<file path="config.mk">
export PLATFORM = sky130hd
export DESIGN_NAME = fastboot_clksel
export DESIGN_NICKNAME = d
export VERILOG_FILES = /design/src/rtl/fastboot_pkg.sv /design/src/rtl/fb_edge_sync.sv /design/src/rtl/fb_sat_counter.sv /design/src/rtl/fb_src_fsm.sv /design/src/rtl/fastboot_clksel.sv
export SDC_FILE = /design/constraint.sdc
export NUM_CORES = 1
export LEC_CHECK = 0
export BUFFER_PORTS_ARGS = -buffer_cell sky130_fd_sc_hd__clkbuf_2
export CORE_UTILIZATION = 37
export CTS_CLUSTER_DIAMETER = 80
export DETAILED_ROUTE_END_ITERATION = 8
export PLACE_DENSITY = 0.58
export SYNTH_ARGS = -nofsm -noshare
export SYNTH_HDL_FRONTEND = slang
export SYNTH_SLANG_ARGS = --single-unit
export TNS_END_PERCENT = 50
</file>
<file path="constraint.sdc">
create_clock -name clk -period 6.5 [get_ports clk]
set_input_delay 0.325 -clock clk [delete_from_list [all_inputs] [get_ports clk]]
set_output_delay 0.325 -clock clk [all_outputs]
set_load 0.1 [all_outputs]
</file>
<file path="src/rtl/fastboot_pkg.sv">
`timescale 1ns/1ps
package fastboot_pkg;

  typedef enum logic [2:0] {
    ST_HOLD    = 3'd0,
    ST_WAITPRI = 3'd1,
    ST_INT     = 3'd2,
    ST_GAP     = 3'd3,
    ST_PRI     = 3'd4,
    ST_SLEEP   = 3'd5
  } fb_state_t;

  localparam logic [1:0] SRC_NONE = 2'b00;
  localparam logic [1:0] SRC_INT  = 2'b01;
  localparam logic [1:0] SRC_PRI  = 2'b10;

  // external clock modes need no start-up edge count
  function automatic logic mode_external(input logic [1:0] mode);
    return mode[1];
  endfunction

  function automatic logic mode_pll(input logic [1:0] mode);
    return mode[0];
  endfunction

  // start on internal clock: software choice, or fast start on a crystal
  function automatic logic start_internal(input logic fast_en,
                                          input logic [1:0] mode,
                                          input logic [1:0] sel);
    return (sel != 2'b00) || (fast_en && !mode_external(mode));
  endfunction

  function automatic logic [1:0] state_src(input fb_state_t st);
    case (st)
      ST_INT:  return SRC_INT;
      ST_PRI:  return SRC_PRI;
      default: return SRC_NONE;
    endcase
  endfunction

endpackage

</file>
<file path="src/rtl/fb_edge_sync.sv">
`timescale 1ns/1ps
module fb_edge_sync #(
  parameter int STAGES = 2
) (
  input  logic clk,
  input  logic rst_n,
  input  logic din,
  output logic rise
);
  logic [STAGES:0] chain;

  always_ff @(posedge clk or negedge rst_n) begin
    if (!rst_n) chain <= '0;
    else        chain <= {chain[STAGES-1:0], din};
  end

  // chain[STAGES-1] is the last synchronizer flop, chain[STAGES] its delay
  assign rise = chain[STAGES-1] & ~chain[STAGES];
endmodule

</file>
<file path="src/rtl/fb_sat_counter.sv">
`timescale 1ns/1ps
module fb_sat_counter #(
  parameter int LIMIT = 1024
) (
  input  logic clk,
  input  logic rst_n,
  input  logic clear,
  input  logic inc,
  output logic done,
  output logic empty
);
  localparam int W = $clog2(LIMIT + 1);
  logic [W-1:0] cnt;

  always_ff @(posedge clk or negedge rst_n) begin
    if (!rst_n)                         cnt <= '0;
    else if (clear)                     cnt <= '0;
    else if (inc && cnt != W'(LIMIT))   cnt <= cnt + 1'b1;
  end

  assign done  = (cnt == W'(LIMIT));
  assign empty = (cnt == '0);
endmodule

</file>
<file path="src/rtl/fb_src_fsm.sv">
`timescale 1ns/1ps
module fb_src_fsm
  import fastboot_pkg::*;
#(
  parameter int GAP_CYCLES = 2
) (
  input  logic       clk,
  input  logic       rst_n,
  input  logic       por_evt,
  input  logic       rst_evt,
  input  logic       wake_evt,
  input  logic       sleep_req,
  input  logic       pwrt_done,
  input  logic       fast_en,
  input  logic [1:0] cfg_mode,
  input  logic [1:0] clk_sel,
  input  logic       pri_ok,
  output logic       restart,
  output logic [1:0] src_sel,
  output logic       pri_active,
  output logic       asleep
);
  localparam int GW = (GAP_CYCLES > 1) ? $clog2(GAP_CYCLES) : 1;

  fb_state_t   st_q, st_d;
  logic        pend_q, pend_d;
  logic        to_pri_q, to_pri_d;
  logic [GW-1:0] gap_q, gap_d;
  logic        gap_end;
  logic        wake_hit;

  assign wake_hit = wake_evt && (st_q == ST_SLEEP);
  assign restart  = por_evt || rst_evt || wake_hit;
  assign gap_end  = (gap_q == GW'(GAP_CYCLES - 1));

  always_comb begin
    st_d     = st_q;
    pend_d   = pend_q;
    to_pri_d = to_pri_q;
    gap_d    = '0;
    if (por_evt) begin
      st_d   = ST_HOLD;
      pend_d = 1'b1;
    end else if (rst_evt || wake_hit) begin
      st_d = ST_HOLD;
    end else begin
      case (st_q)
        ST_HOLD: begin
          if (!pend_q || pwrt_done) begin
            pend_d = 1'b0;
            st_d   = start_internal(fast_en, cfg_mode, clk_sel) ? ST_INT : ST_WAITPRI;
          end
        end
        ST_WAITPRI: if (pri_ok) st_d = ST_PRI;
        ST_INT: begin
          if (sleep_req) st_d = ST_SLEEP;
          else if (clk_sel == 2'b00 && pri_ok) begin
            st_d     = ST_GAP;
            to_pri_d = 1'b1;
          end
        end
        ST_PRI: begin
          if (sleep_req) st_d = ST_SLEEP;
          else if (clk_sel != 2'b00) begin
            st_d     = ST_GAP;
            to_pri_d = 1'b0;
          end
        end
        ST_GAP: begin
          if (gap_end) st_d = to_pri_q ? ST_PRI : ST_INT;
          else         gap_d = gap_q + 1'b1;
        end
        ST_SLEEP: st_d = ST_SLEEP;
        default:  st_d = ST_HOLD;
      endcase
    end
  end

  always_ff @(posedge clk or negedge rst_n) begin
    if (!rst_n) begin
      st_q       <= ST_HOLD;
      pend_q     <= 1'b1;
      to_pri_q   <= 1'b0;
      gap_q      <= '0;
      src_sel    <= SRC_NONE;
      pri_active <= 1'b0;
      asleep     <= 1'b0;
    end else begin
      st_q       <= st_d;
      pend_q     <= pend_d;
      to_pri_q   <= to_pri_d;
      gap_q      <= gap_d;
      src_sel    <= state_src(st_d);
      pri_active <= (st_d == ST_PRI);
      asleep     <= (st_d == ST_SLEEP);
    end
  end
endmodule

</file>
<file path="src/rtl/fastboot_clksel.sv">
`timescale 1ns/1ps
module fastboot_clksel
  import fastboot_pkg::*;
#(
  parameter int OST_EDGES    = 1024,
  parameter int PLL_LOCK_CYC = 1500,
  parameter int GAP_CYCLES   = 2,
  parameter int SYNC_STAGES  = 2
) (
  input  logic       clk,
  input  logic       rst_n,
  input  logic [1:0] cfg_mode,
  input  logic       cfg_fast_en,
  input  logic       por_evt,
  input  logic       rst_evt,
  input  logic       wake_evt,
  input  logic       sleep_req,
  input  logic [1:0] clk_sel,
  input  logic       pri_osc_in,
  input  logic       pwrt_done,
  output logic [1:0] src_sel,
  output logic       pri_active,
  output logic       core_asleep
);
  // named internal events
  logic pri_rise;
  logic restart;
  logic cnt_clear;
  logic ost_done, ost_empty;
  logic pll_done, pll_empty;
  logic ost_ok, pll_ok, pri_ok;

  fb_edge_sync #(.STAGES(SYNC_STAGES)) u_sync (
    .clk(clk), .rst_n(rst_n), .din(pri_osc_in), .rise(pri_rise)
  );

  assign cnt_clear = restart || core_asleep;

  fb_sat_counter #(.LIMIT(OST_EDGES)) u_ost (
    .clk(clk), .rst_n(rst_n), .clear(cnt_clear), .inc(pri_rise),
    .done(ost_done), .empty(ost_empty)
  );

  assign ost_ok = mode_external(cfg_mode) || ost_done;

  fb_sat_counter #(.LIMIT(PLL_LOCK_CYC)) u_pll (
    .clk(clk), .rst_n(rst_n), .clear(cnt_clear), .inc(ost_ok),
    .done(pll_done), .empty(pll_empty)
  );

  assign pll_ok = !mode_pll(cfg_mode) || pll_done;
  assign pri_ok = ost_ok && pll_ok;

  fb_src_fsm #(.GAP_CYCLES(GAP_CYCLES)) u_fsm (
    .clk(clk), .rst_n(rst_n), .por_evt(por_evt), .rst_evt(rst_evt),
    .wake_evt(wake_evt), .sleep_req(sleep_req), .pwrt_done(pwrt_done),
    .fast_en(cfg_fast_en), .cfg_mode(cfg_mode), .clk_sel(clk_sel),
    .pri_ok(pri_ok), .restart(restart), .src_sel(src_sel),
    .pri_active(pri_active), .asleep(core_asleep)
  );
endmodule

</file>
# Yosys cells after proc, flatten, opt, wreduce, memory -nomap -nowiden
# Index checks and enable logic that the tools add are counted.
[op_classes]
reduce_logical = 27
n_mux = 30
eq_ne = 17
n_addsub = 3
n_bitwise = 4
[ops]
columns = ["op", "count"]
rows = [
  ["11-bit 2-to-1 mux", 4],
  ["3-bit 2-to-1 mux", 10],
  ["11-bit by 1-bit adder with 11-bit output, second input constant", 2],
  ["11-bit == test, second input constant", 2],
  ["11-bit != test, second input constant", 2],
  ["3-bit case mux with 6 select lines", 1],
  ["3-bit == test, second input constant", 4],
  ["1-bit 2-to-1 mux", 12],
  ["2-bit nonzero test", 6],
  ["3-bit by 2-bit == test with 1-bit output, second input constant", 3],
  ["1-bit logical OR", 8],
  ["7-bit AND reduction", 1],
  ["1-bit logical AND", 6],
  ["2-bit != test, second input constant", 3],
  ["2-bit by 1-bit != test with 1-bit output, second input constant", 2],
  ["2-bit case mux with 2 select lines", 1],
  ["3-bit by 1-bit == test with 1-bit output, second input constant", 1],
  ["1-bit zero test", 3],
  ["3-bit zero test", 1],
  ["1-bit inverter", 3],
  ["3-bit AND reduction", 1],
  ["2-bit zero test", 1],
  ["2-bit 2-to-1 mux", 1],
  ["1-bit case mux with 2 select lines", 1],
  ["other kinds (2)", 2],
]
[totals]
regBits = 35
output_inout_bits = 4
word_cells = 91
input_bits = 13

# Depth between registers and ports, before layout
# Gate-level depths: netlist (run 1).
[depth]
ltp_word = 11
depth_mapped = 9
ltp_nobuf = 8

# By module
# A second synthesis (run 1) with hierarchy kept.
[hier_totals]
hier_cells = 212
area_unflattened_um2 = 1996.9
[by_module_without_submodules]
columns = ["mod", "instances", "cells_each", "seq_area_each_um2", "area_each_um2"]
rows = [
  ["fb_sat_counter (u_pll)", 1, 74, 275.3, 688.2],
  ["fb_sat_counter (u_ost)", 1, 73, 275.3, 664.4],
  ["fb_src_fsm", 1, 57, 226.5, 531.8],
  ["fb_edge_sync", 1, 4, 75.1, 88.8],
  ["fastboot_clksel", 1, 4, 0.0, 23.8],
]

# Worst setup path after synthesis (run 1)
# Ideal clock, no wire load.
[synth_timing]
path_type = "register to register"
from = "register u_pll.cnt[0]"
to = "register u_fsm.pri_active"
stages_incl_launch_ff = 9
setup_ps = 66
period_less_slack_ps = 2071
path_buffers = 0
required_time_ps = 6434
arrival_ps = 2004
setup_slack_ps = 4429
cell_sequence = "dfrtp_1 -> inv_1 -> ha_1 -> nand2_1 -> nor4_1 -> o21ba_2 -> mux2_4 -> a2111oi_4 -> and2_1"
[synth_via]
elab_chain_cells = 10
elab_cells_between_ends = 11
classes_between = "2 x eq/ne; 6 x mux; 3 x reduce/logical"
[synth_rtl]
columns = ["item", "line", "source"]
rows = [
  ["from (decl)", "fb_sat_counter.sv:13", "logic [W-1:0] cnt;"],
  ["from (signal assigned)", "fb_sat_counter.sv:18", "else if (inc && cnt != W'(LIMIT)) cnt <= cnt + 1'b1;"],
  ["11-bit == test (*)", "fb_sat_counter.sv:21", "assign done = (cnt == W'(LIMIT));"],
  ["1-bit logical OR (*)", "fastboot_clksel.sv:51", "assign pll_ok = !mode_pll(cfg_mode) || pll_done;"],
  ["1-bit logical AND (*)", "fastboot_clksel.sv:52", "assign pri_ok = ost_ok && pll_ok;"],
  ["1-bit logical AND", "fb_src_fsm.sv:57", "else if (clk_sel == 2'b00 && pri_ok) begin"],
  ["3-bit 2-to-1 mux", "fb_src_fsm.sv:57", ""],
  ["3-bit 2-to-1 mux", "fb_src_fsm.sv:56", "if (sleep_req) st_d = ST_SLEEP;"],
  ["3-bit case mux with 6 select lines (*)", "fb_src_fsm.sv:47", "case (st_q)"],
  ["3-bit 2-to-1 mux (*)", "fb_src_fsm.sv:44", "end else if (rst_evt || wake_hit) begin"],
  ["3-bit 2-to-1 mux (*)", "fb_src_fsm.sv:41", "if (por_evt) begin"],
  ["3-bit == test (*)", "fb_src_fsm.sv:94", "pri_active <= (st_d == ST_PRI);"],
  ["to (signal assigned)", "fb_src_fsm.sv:94", ""],
  ["to (decl)", "fb_src_fsm.sv:20", "output logic pri_active,"],
]
# Mark *: on every way between the ends. The rest lies on a longest branch, timed or not.
# A chain may end at the register's enable or synchronous reset.

# Worst setup path after layout (run 1)
[layout_timing]
from = "register u_pll.cnt[0]"
to = "register u_fsm.src_sel[0]"
[layout_via]
elab_chain_cells = 11
elab_cells_between_ends = 13
classes_between = "3 x eq/ne; 7 x mux; 3 x reduce/logical"
[layout_rtl]
columns = ["item", "line", "source"]
rows = [
  ["11-bit == test (*)", "fb_sat_counter.sv:21", ""],
  ["1-bit logical OR (*)", "fastboot_clksel.sv:51", ""],
  ["1-bit logical AND (*)", "fastboot_clksel.sv:52", ""],
  ["1-bit logical AND", "fb_src_fsm.sv:57", ""],
  ["3-bit 2-to-1 mux", "fb_src_fsm.sv:57", ""],
  ["3-bit 2-to-1 mux", "fb_src_fsm.sv:56", ""],
  ["3-bit case mux with 6 select lines (*)", "fb_src_fsm.sv:47", ""],
  ["3-bit 2-to-1 mux (*)", "fb_src_fsm.sv:44", ""],
  ["3-bit 2-to-1 mux (*)", "fb_src_fsm.sv:41", ""],
  ["3-bit == test / 3-bit by 2-bit == test with 1-bit output (equally long branches)", "fastboot_pkg.sv:34", "case (st)"],
  ["2-bit case mux with 2 select lines (*)", "fastboot_pkg.sv:34", ""],
  ["to (signal assigned)", "fb_src_fsm.sv:93", "src_sel <= state_src(st_d);"],
  ["to (decl)", "fb_src_fsm.sv:19", "output logic [1:0] src_sel,"],
]
# Marked as above.

==> reports/results.txt, run 1 <==
Status: complete, no violations
Total power divided by cell area: 205.2 nW/µm²
Share of cells above drive strength 1: 0.1594
Detailed Place HPWL: 2407 µm
Max Fanout on Critical Path: 4
Hold buffer count at cts: 0
Area of the multi-input gates: 890.9 µm²
Clk_lat worst skew: 0.28 ns
Syn Area/Cell: 9.652 µm²
Combinational Power Share: 0.096
First-pass GRT wire length: 5947 µm
Buf/Inv on CP: 1
Final period utilization: 0.3616
Fillers: 481
Gr ovfl total: 0
DR pass1 iterations: 4
Worst Path Arrival: 2.57 ns
Synth top cells by count: nor2_1, dfrtp_1, nand2_1
Largest net degree at the start of global routing: 35
Antenna diodes: 0
TritonCTS Buffers: 5
Worst vdd ir: 98.58 µV
Share of power burned in registers: 0.528
Final ANT Viol Nets: 0
Drt drc: 0
Initial antenna violation count: 0
Port Buffers: 16
Synth unique cells: 49
HP Class: in -> async
CORE AREA: 4723 µm²
Delay-heaviest family, CP: simple AND/OR/NAND/NOR gates
Crit Path Category: reg -> reg
Ys Warns: 0
Slowest-stage cell, CP: nor4_1
Area leader, netlist: dfrtp_1
Cell count after synthesis: 189
Die width: 72.22 µm
Post-Syn Nets: 206
Sw Share: 0.2403
P&R area growth vs syn: 11.93%
Vias per std cell: 4.876
Post-CTS Setup Bufs: 0
Final nets: 223
Area of the die: 5215 µm²
Final WL: 3293 µm
Seq. cell area: 852.1 µm²
Slowest stage delay, CP: 0.49 ns
Share of power burned in the clock network: 0.375
DR iter-0 viols: 63
Vias in the first global route: 1,311
Max_cap viols: 0
Cells along the critical path: inv_1 -> ha_1 -> nand2_1 -> nor4_1 -> o21ba_2 -> mux2_4 -> a2111oi_4 -> and2_1
Register area share after synthesis: 0.4671
Clock slew at reported path FFs: 0.07 ns
Post-synth top area share: 0.4527
Worst Setup End Kind: flip-flop
Final Wtd Congestion: 0.8452
Setup_tns: 0 ns
Core Util, Final: 0.4323
Cts repair resizes: 0
Syn Std Cell Area: 1824 µm²
Hold violation total from the final report: 0
Top FF cell, synth: dfrtp_1
Synth Register Bits: 34
Worst clock skew: 0.01065 ns
Gr usage total: 0.1481
RSZ-0062 raised after global routing: no
Min Hold Slack: 0.1342 ns
Final setup fails: 0
Count leader, synth: nor2_1
F_max: 0.4255 GHz
Slew Limit Fails: 0
Startpoint Class: flip-flop
Rel. slew slack: 0.4447
CTS tree: done
Row Count: 25
Initial core utilization: 0.3862
Worst Max-Slew Pin Slew: 0.8330 ns
Sink Count: 34
Root Buffer: clkbuf_8
Clock Tree Buf Depth: 2
CP Data Required Time: 6.72 ns
WL/cell: 12.02 µm
# H-tree levels: 2
Via count: 1,336
Area contributors post-synth: dfrtp_1, nor2_1, xor2_1
Leakage power: 0.8610 nW
Asr flop ratio synth: 1.000
Power, Total: 419.1 µW
Switching power: 100.7 µW
Ports: 17
Minimum clock period: 2.350 ns
Die extent in y: 72.22 µm
Post-synth EDFFs: 0
Internal power component: 318.4 µW
[per-stage QoR]
stage | instances | instance area [µm²] | setup WS (ns)
final | 274 | 2042 | 4.150
after floorplan | 189 | 1824 | 4.429
after detailed placement | 266 | 1952 | 4.181
after global placement | 266 | 1952 | 4.240
after global routing | 274 | 2042 | 3.945
after CTS | 274 | 2042 | 4.127
[cell usage in the layout, fill, tap and decap left out, types with 2 or more instances in the layout]
cell type	instances
clkbuf_1	2
clkbuf_2	16
nand3_1	6
inv_1	10
a21oi_1	4
a31oi_1	3
o21ai_0	4
nand4_1	3
nor2b_1	4
nor3_1	6
nor2_1	35
ha_1	4
nand2_1	16
dfrtp_1	33
nor4b_2	2
and3_1	3
xnor2_1	9
clkbuf_8	6
and2_1	2
xor2_1	10
[worst paths after layout]
path                            depth (start not counted)       startpoint          endpoint  slack (ns)
worst max-delay path                                    8     u_pll.cnt[0]  u_fsm.src_sel[0]        4.15
worst min-delay path                                    1            rst_n      u_pll.cnt[3]        0.13
worst max register to register                          8     u_pll.cnt[0]  u_fsm.src_sel[0]        4.15
worst min register to register                          0  u_sync.chain[0]   u_sync.chain[1]        0.35
max in group asynchronous                               1            rst_n      u_ost.cnt[1]        5.84
min in group clk                                        1       pri_osc_in   u_sync.chain[0]        0.15
[final cells by class]
cell class,count,share of cell area
flip-flops and latches,34,0.4173
multi-input cells,138,0.4363
well taps,67,0.04105
inverters,10,0.01838
clock buffers,8,0.04412
repair buffers,17,0.04289
[kinds of logic after synthesis]
kind of cell	share of synthesized area
buffers and inverters	0.04458
DFF	0.4671
AOI/OAI and AO/OA	0.09260
xor gates and xnor gates	0.1001
adders and majority gates	0.02744
muxes	0.01372
and+or+nand+nor	0.2545
[power groups by stage]
stage | Sequential, mW | Clock (mW) | Combinational [mW]
floorplan | 0.228 | 0 | 0.0248
global placement | 0.225 | 0 | 0.0413
detailed placement | 0.225 | 0 | 0.0412
CTS | 0.221 | 0.164 | 0.0414
global route | 0.222 | 0.174 | 0.0458
finish | 0.221 | 0.157 | 0.0404
[worst register-to-register path: stages, from the launching register on]
cell	delay, ns
dfrtp_1	0.42
inv_1	0.08
ha_1	0.15
nand2_1	0.05
nor4_1	0.49
o21ba_2	0.25
mux2_4	0.32
a2111oi_4	0.35
and2_1	0.17
[metal layers]
metal | global-route usage | vias up | part of all wire
met5 | 0 | - | 0
met2 | 0.2368 | 21 | 0.47
met3 | 0.04167 | 4 | 0.034
met1 | 0.1900 | 643 | 0.48
met4 | 0.05882 | 0 | 0.010
li1 | - | 668 | -
[flip-flops by register name, indices dropped and copies added (netlist names)]
signal,cells
u_ost.cnt,11
u_pll.cnt,11
u_fsm.st_q,3
u_sync.chain,3
u_fsm.asleep,1
u_fsm.gap_end,1
u_fsm.pend_q,1
u_fsm.pri_active,1
u_fsm.src_sel,1
u_fsm.to_pri_q,1
(Power assumes the default switching activity.)
==> run 2, diff against run 1 <==
clock period = 2.2 ns   (was 6.5 ns; I/O delays follow)
==> run 2 against run 1 <==
- maximum frequency increased by 10%
- core utilization increased by 3.6 points
- clock-buffer cell count decreased by 1
- non-clock buffer count increased by 9
- design area increased by 8.3%
- clock power increased to 3.9 times the previous value
- clock skew decreased by 0.0051 ns
- routed wire length increased by 7.1%
- cell count increased by 3.3%
==> reports/results.txt, run 2 (synthesis gave the netlist of run 1 again) <==
Gr ovfl total: 0
Final setup fails: 0
Row Count: 25
Met2 usage: 0.2326
Final Wtd Congestion: 0.8422
R2R Setup Slk: 0.07 ns
Placed insts: 273
Final ANT Viol Nets: 0
Post-route insts no fill: 283
Share of power burned in registers: 0.468
Combinational Power Share: 0.099
Rel. slew slack: 0.4459
Worst Path Arrival: 2.36 ns
Internal power component: 1.067 mW
Initial antenna violation count: 0
Most frequent cells in the layout: nor2_1, dfrtp_1, nand2_1, clkbuf_2, xor2_1
Largest net degree at the start of global routing: 35
Power, Total: 1.396 mW
Sw Share: 0.2356
F_max: 0.4700 GHz
Die width: 72.22 µm
Final period utilization: 0.9671
Biggest regs: u_ost.cnt (11), u_pll.cnt (11)
GRT Max-Usage Layer: met2
DR iter-0 viols: 60
Vias in the first global route: 1,302
Min Hold Slack: 0.1095 ns
Vias per std cell: 4.837
Minimum clock period: 2.128 ns
TritonCTS Buffers: 5
Worst Max-Slew Pin Slew: 0.8312 ns
Die extent in y: 72.22 µm
Slew Limit Fails: 0
CORE AREA: 4723 µm²
Max_cap viols: 0
Leakage power: 0.9434 nW
HP Class: in -> reg
Initial core utilization: 0.3862
Area of the die: 5215 µm²
Port Buffers: 16
Detailed Place HPWL: 2455 µm
Crit Path Category: reg -> reg
Root Buffer: clkbuf_8
RSZ-0062 raised after global routing: yes
Worst Setup End Kind: flip-flop
Total power divided by cell area: 631.4 nW/µm²
Worst clock skew: 0.005549 ns
CP Data Required Time: 2.43 ns
Via count: 1,369
Final nets: 232
Max Fanout on Critical Path: 3
First-pass GRT wire length: 6244 µm
Share of power burned in the clock network: 0.433
P&R area growth vs syn: 21.19%
Worst vdd ir: 349.8 µV
Clock slew at reported path FFs: 0.07 ns
Sink Count: 34
Hold violation total from the final report: 0
# H-tree levels: 2
Clock Tree Buf Depth: 2
Routing usage on met1: 0.2174
Final WL: 3527 µm
Ports: 17
Drt drc: 0
Share of cells above drive strength 1: 0.2130
Clk_lat worst skew: 0.29 ns
DR pass1 iterations: 4
Switching power: 328.9 µW
Met3 usage: 0.05417
Status: complete, no violations
WL/cell: 12.46 µm
CTS tree: done
Antenna diodes: 0
Startpoint Class: flip-flop
Gr usage total: 0.1568
Commonest non-fill, non-tap cell in the layout: nor2_1
-- run 2: cell types whose count changed in the layout (fill, tap and decap cells not counted), sizes merged --
cell,change
dlygate4sd3,+2
clkbuf,-1
bufinv,+1
buf,+7
-- run 2: layer usage --
metal / vias to the layer above / wire (µm)
met3: 5 / 102
li1: 685 / -
met1: 664 / 1687
met2: 15 / 1682
met4: 0 / 55
met5: - / 0
-- run 2: cell type report --
type / count / area, µm²
Tap cell: 67 / 83.83
Timing Repair Buffer: 26 / 172.7
Sequential cell: 34 / 852.1
Clock buffer: 7 / 86.33
Clock inverter: 1 / 30.03
Multi-Input combinational cell: 138 / 948.4
Fill cell: 453 / 2512
Inverter: 10 / 37.54
-- run 2: critical path: stages (launching register included) --
cell,delay (ns)
dfrtp_1,0.39
inv_2,0.09
ha_4,0.12
nor4b_4,0.26
a31oi_4,0.15
o21ba_4,0.26
mux2_4,0.31
a2111oi_4,0.32
and2_1,0.17
-- run 2: through the flow --
step	util	setup TNS (ns)	setup slack, ns	area (µm²)
floorplan	-	0	0.1295	1824
global placement	0.4270	0	0.04254	2017
detailed placement	0.4270	-0.1100	-0.05132	2017
CTS	0.4591	0	0.08800	2168
global route	0.4681	-0.08892	-0.05047	2211
finish	0.4681	0	0.07242	2211
-- run 2: what timing repair did --
| item | CTS | global route |
|---|---|---|
| gates resized for setup | 2 | 8 |
| endpoints found under the setup margin | 3 | 3 |
| hold buffers | 2 | 0 |
| setup buffers | 0 | 0 |
| gates cloned | 0 | 0 |
| hold endpoints to repair | 34 | 0 |
| pin swaps | 1 | 3 |
-- run 2: final timing paths --
check                                startpoint          endpoint  cells past startpoint
worst max-delay path               u_ost.cnt[1]  u_fsm.pri_active                      8
worst min-delay path                    por_evt      u_fsm.pend_q                      2
worst max register to register     u_ost.cnt[1]  u_fsm.pri_active                      8
worst min register to register  u_sync.chain[0]   u_sync.chain[1]                      0
max in group asynchronous                 rst_n  u_fsm.src_sel[0]                      2
min in group asynchronous                 rst_n      u_ost.cnt[8]                      2
-- run 2: power by group through the flow --
stage | Clock, mW | Sequential, mW | Combinational, mW
floorplan | 0 | 0.672 | 0.0733
global placement | 0 | 0.665 | 0.130
detailed placement | 0 | 0.665 | 0.131
CTS | 0.617 | 0.652 | 0.136
global route | 0.648 | 0.655 | 0.154
finish | 0.605 | 0.653 | 0.138
==> run 3, diff against run 2 <==
RECOVER_POWER = 25   (was not set)
==> run 3 against run 2 <==
- routed wire length down 0.14%
- maximum frequency about the same
- setup slack improved by 0.0014 ns
- design area decreased by 0.17%
- clock-buffer cell count did not move
- largest power group unchanged
- clock power is essentially flat
- core utilization shrank 0.079 points
==> reports/results.txt, run 3 (synthesis gave the netlist of run 1 again) <==
Seq. cell area: 852.1 µm²
WL/cell: 12.45 µm
Final WL: 3522 µm
Slowest-stage cell, CP: dfrtp_1
Post-CTS Setup Bufs: 0
Vias per std cell: 4.834
DR pass1 iterations: 4
Root Buffer: clkbuf_8
Most frequent cells in the layout: nor2_1, dfrtp_1, nand2_1
Ports: 17
Share of power burned in registers: 0.468
Max Fanout on Critical Path: 3
Worst clock skew: 0.005984 ns
Clock Tree Buf Depth: 2
First-pass GRT wire length: 6244 µm
Via count: 1,368
CTS tree: done
Die width: 72.22 µm
CORE AREA: 4723 µm²
Startpoint Class: flip-flop
Final period utilization: 0.9664
Largest net degree at the start of global routing: 35
Internal power component: 1.067 mW
Delay-heaviest family, CP: compound AO/OA/AOI/OAI gates
Row Count: 25
Biggest regs: u_ost.cnt (11), u_pll.cnt (11)
Antenna diodes: 0
P&R area growth vs syn: 20.99%
Gr ovfl total: 0
Sw Share: 0.2355
Area of the multi-input gates: 948.4 µm²
Slowest stage delay, CP: 0.39 ns
Switching power: 328.6 µW
Post-route insts no fill: 283
Rel. slew slack: 0.2281
Die extent in y: 72.22 µm
Leakage power: 0.9331 nW
Total power divided by cell area: 632.2 nW/µm²
Initial core utilization: 0.3862
Final setup fails: 0
Setup_tns: 0 ns
Final nets: 232
Clock slew at reported path FFs: 0.07 ns
Cells along the critical path: inv_2 -> ha_4 -> nor4b_4 -> a31oi_4 -> o21ba_4 -> mux2_4 -> a2111oi_4 -> and2_1
Fillers: 455
Clk_lat worst skew: 0.29 ns
Worst vdd ir: 349.6 µV
Worst Setup End Kind: flip-flop
Worst Max-Slew Pin Slew: 1.163 ns
Buf/Inv on CP: 1
Initial antenna violation count: 0
Slew Limit Fails: 0
Hold violation total from the final report: 0
Port Buffers: 16
Vias in the first global route: 1,302
Detailed Place HPWL: 2455 µm
# H-tree levels: 2
Gr usage total: 0.1568
Sink Count: 34
Commonest non-fill, non-tap cell in the layout: nor2_1
Final Wtd Congestion: 0.8422
CP Data Required Time: 2.43 ns
Worst Path Arrival: 2.35 ns
RSZ-0062 raised after global routing: yes
Drt drc: 0
Minimum clock period: 2.126 ns
Final ANT Viol Nets: 0
Share of cells above drive strength 1: 0.1991
Max_cap viols: 0
Area of the die: 5215 µm²
F_max: 0.4703 GHz
Share of power burned in the clock network: 0.433
Placed insts: 273
DR iter-0 viols: 62
Status: complete, no violations
Crit Path Category: reg -> reg
Combinational Power Share: 0.099
Core Util, Final: 0.4673
TritonCTS Buffers: 5
HP Class: in -> reg
## run 3: cell count changes in the layout (fill, tap and decap cells not counted)
cell	delta
clkbuf_1	+3
clkbuf_2	-3
## run 3: final timing paths
check | from | endpoint | slack (ns) | depth (start not counted)
max | u_ost.cnt[1] | u_fsm.pri_active | 0.07 | 8
min | por_evt | u_fsm.pend_q | 0.11 | 2
max reg2reg | u_ost.cnt[1] | u_fsm.pri_active | 0.07 | 8
min reg2reg | u_sync.chain[0] | u_sync.chain[1] | 0.35 | 0
max in group asynchronous | rst_n | u_fsm.src_sel[0] | 1.23 | 2
min in group asynchronous | rst_n | u_ost.cnt[8] | 0.45 | 2
## run 3: layer usage
metal | up-vias | share of wire | track usage
met5 | - | 0 | 0
met4 | 0 | 0.016 | 0.04575
met3 | 5 | 0.032 | 0.05417
met2 | 19 | 0.48 | 0.2326
met1 | 658 | 0.48 | 0.2174
li1 | 686 | - | -
## run 3: layout make-up
class                           count  share of cell area
Inverter                           10             0.01701
Timing Repair Buffer               26             0.07653
Tap cell                           67             0.03798
Sequential cell                    34              0.3861
Clock inverter                      1             0.01361
Multi-Input combinational cell    138              0.4297
Clock buffer                        7             0.03912
## run 3: power groups by stage
stage	logic, mW	registers [mW]	clock network, mW
floorplan	0.0733	0.672	0
global placement	0.130	0.665	0
detailed placement	0.131	0.665	0
CTS	0.136	0.652	0.617
global route	0.153	0.655	0.648
finish	0.138	0.653	0.605
## run 3: what timing repair did
item                       CTS  global route
setup endpoints to repair    3             3
hold buffers                 2             0
resized for setup            2             8
hold endpoints to repair    34             0
pin swaps                    1             3
## run 3: worst register-to-register path, stage by stage, from the launching register on
cell       delay, ns
dfrtp_1         0.39
inv_2           0.09
ha_4            0.12
nor4b_4         0.26
a31oi_4         0.15
o21ba_4         0.26
mux2_4          0.31
a2111oi_4       0.32
and2_1          0.17
## run 3: per-stage QoR
step / worst slack [ns] / area [µm²] / hold WS (ns) / power [mW]
after global routing: -0.05047 / 2207 / 0.1158 / 1.456
after CTS: 0.08800 / 2168 / 0.1033 / 1.406
after floorplan: 0.1295 / 1824 / -0.1856 / 0.7457
final: 0.07385 / 2207 / 0.1092 / 1.395
after global placement: 0.04254 / 2017 / 0.2191 / 0.7949
after detailed placement: -0.05132 / 2017 / 0.2196 / 0.7955
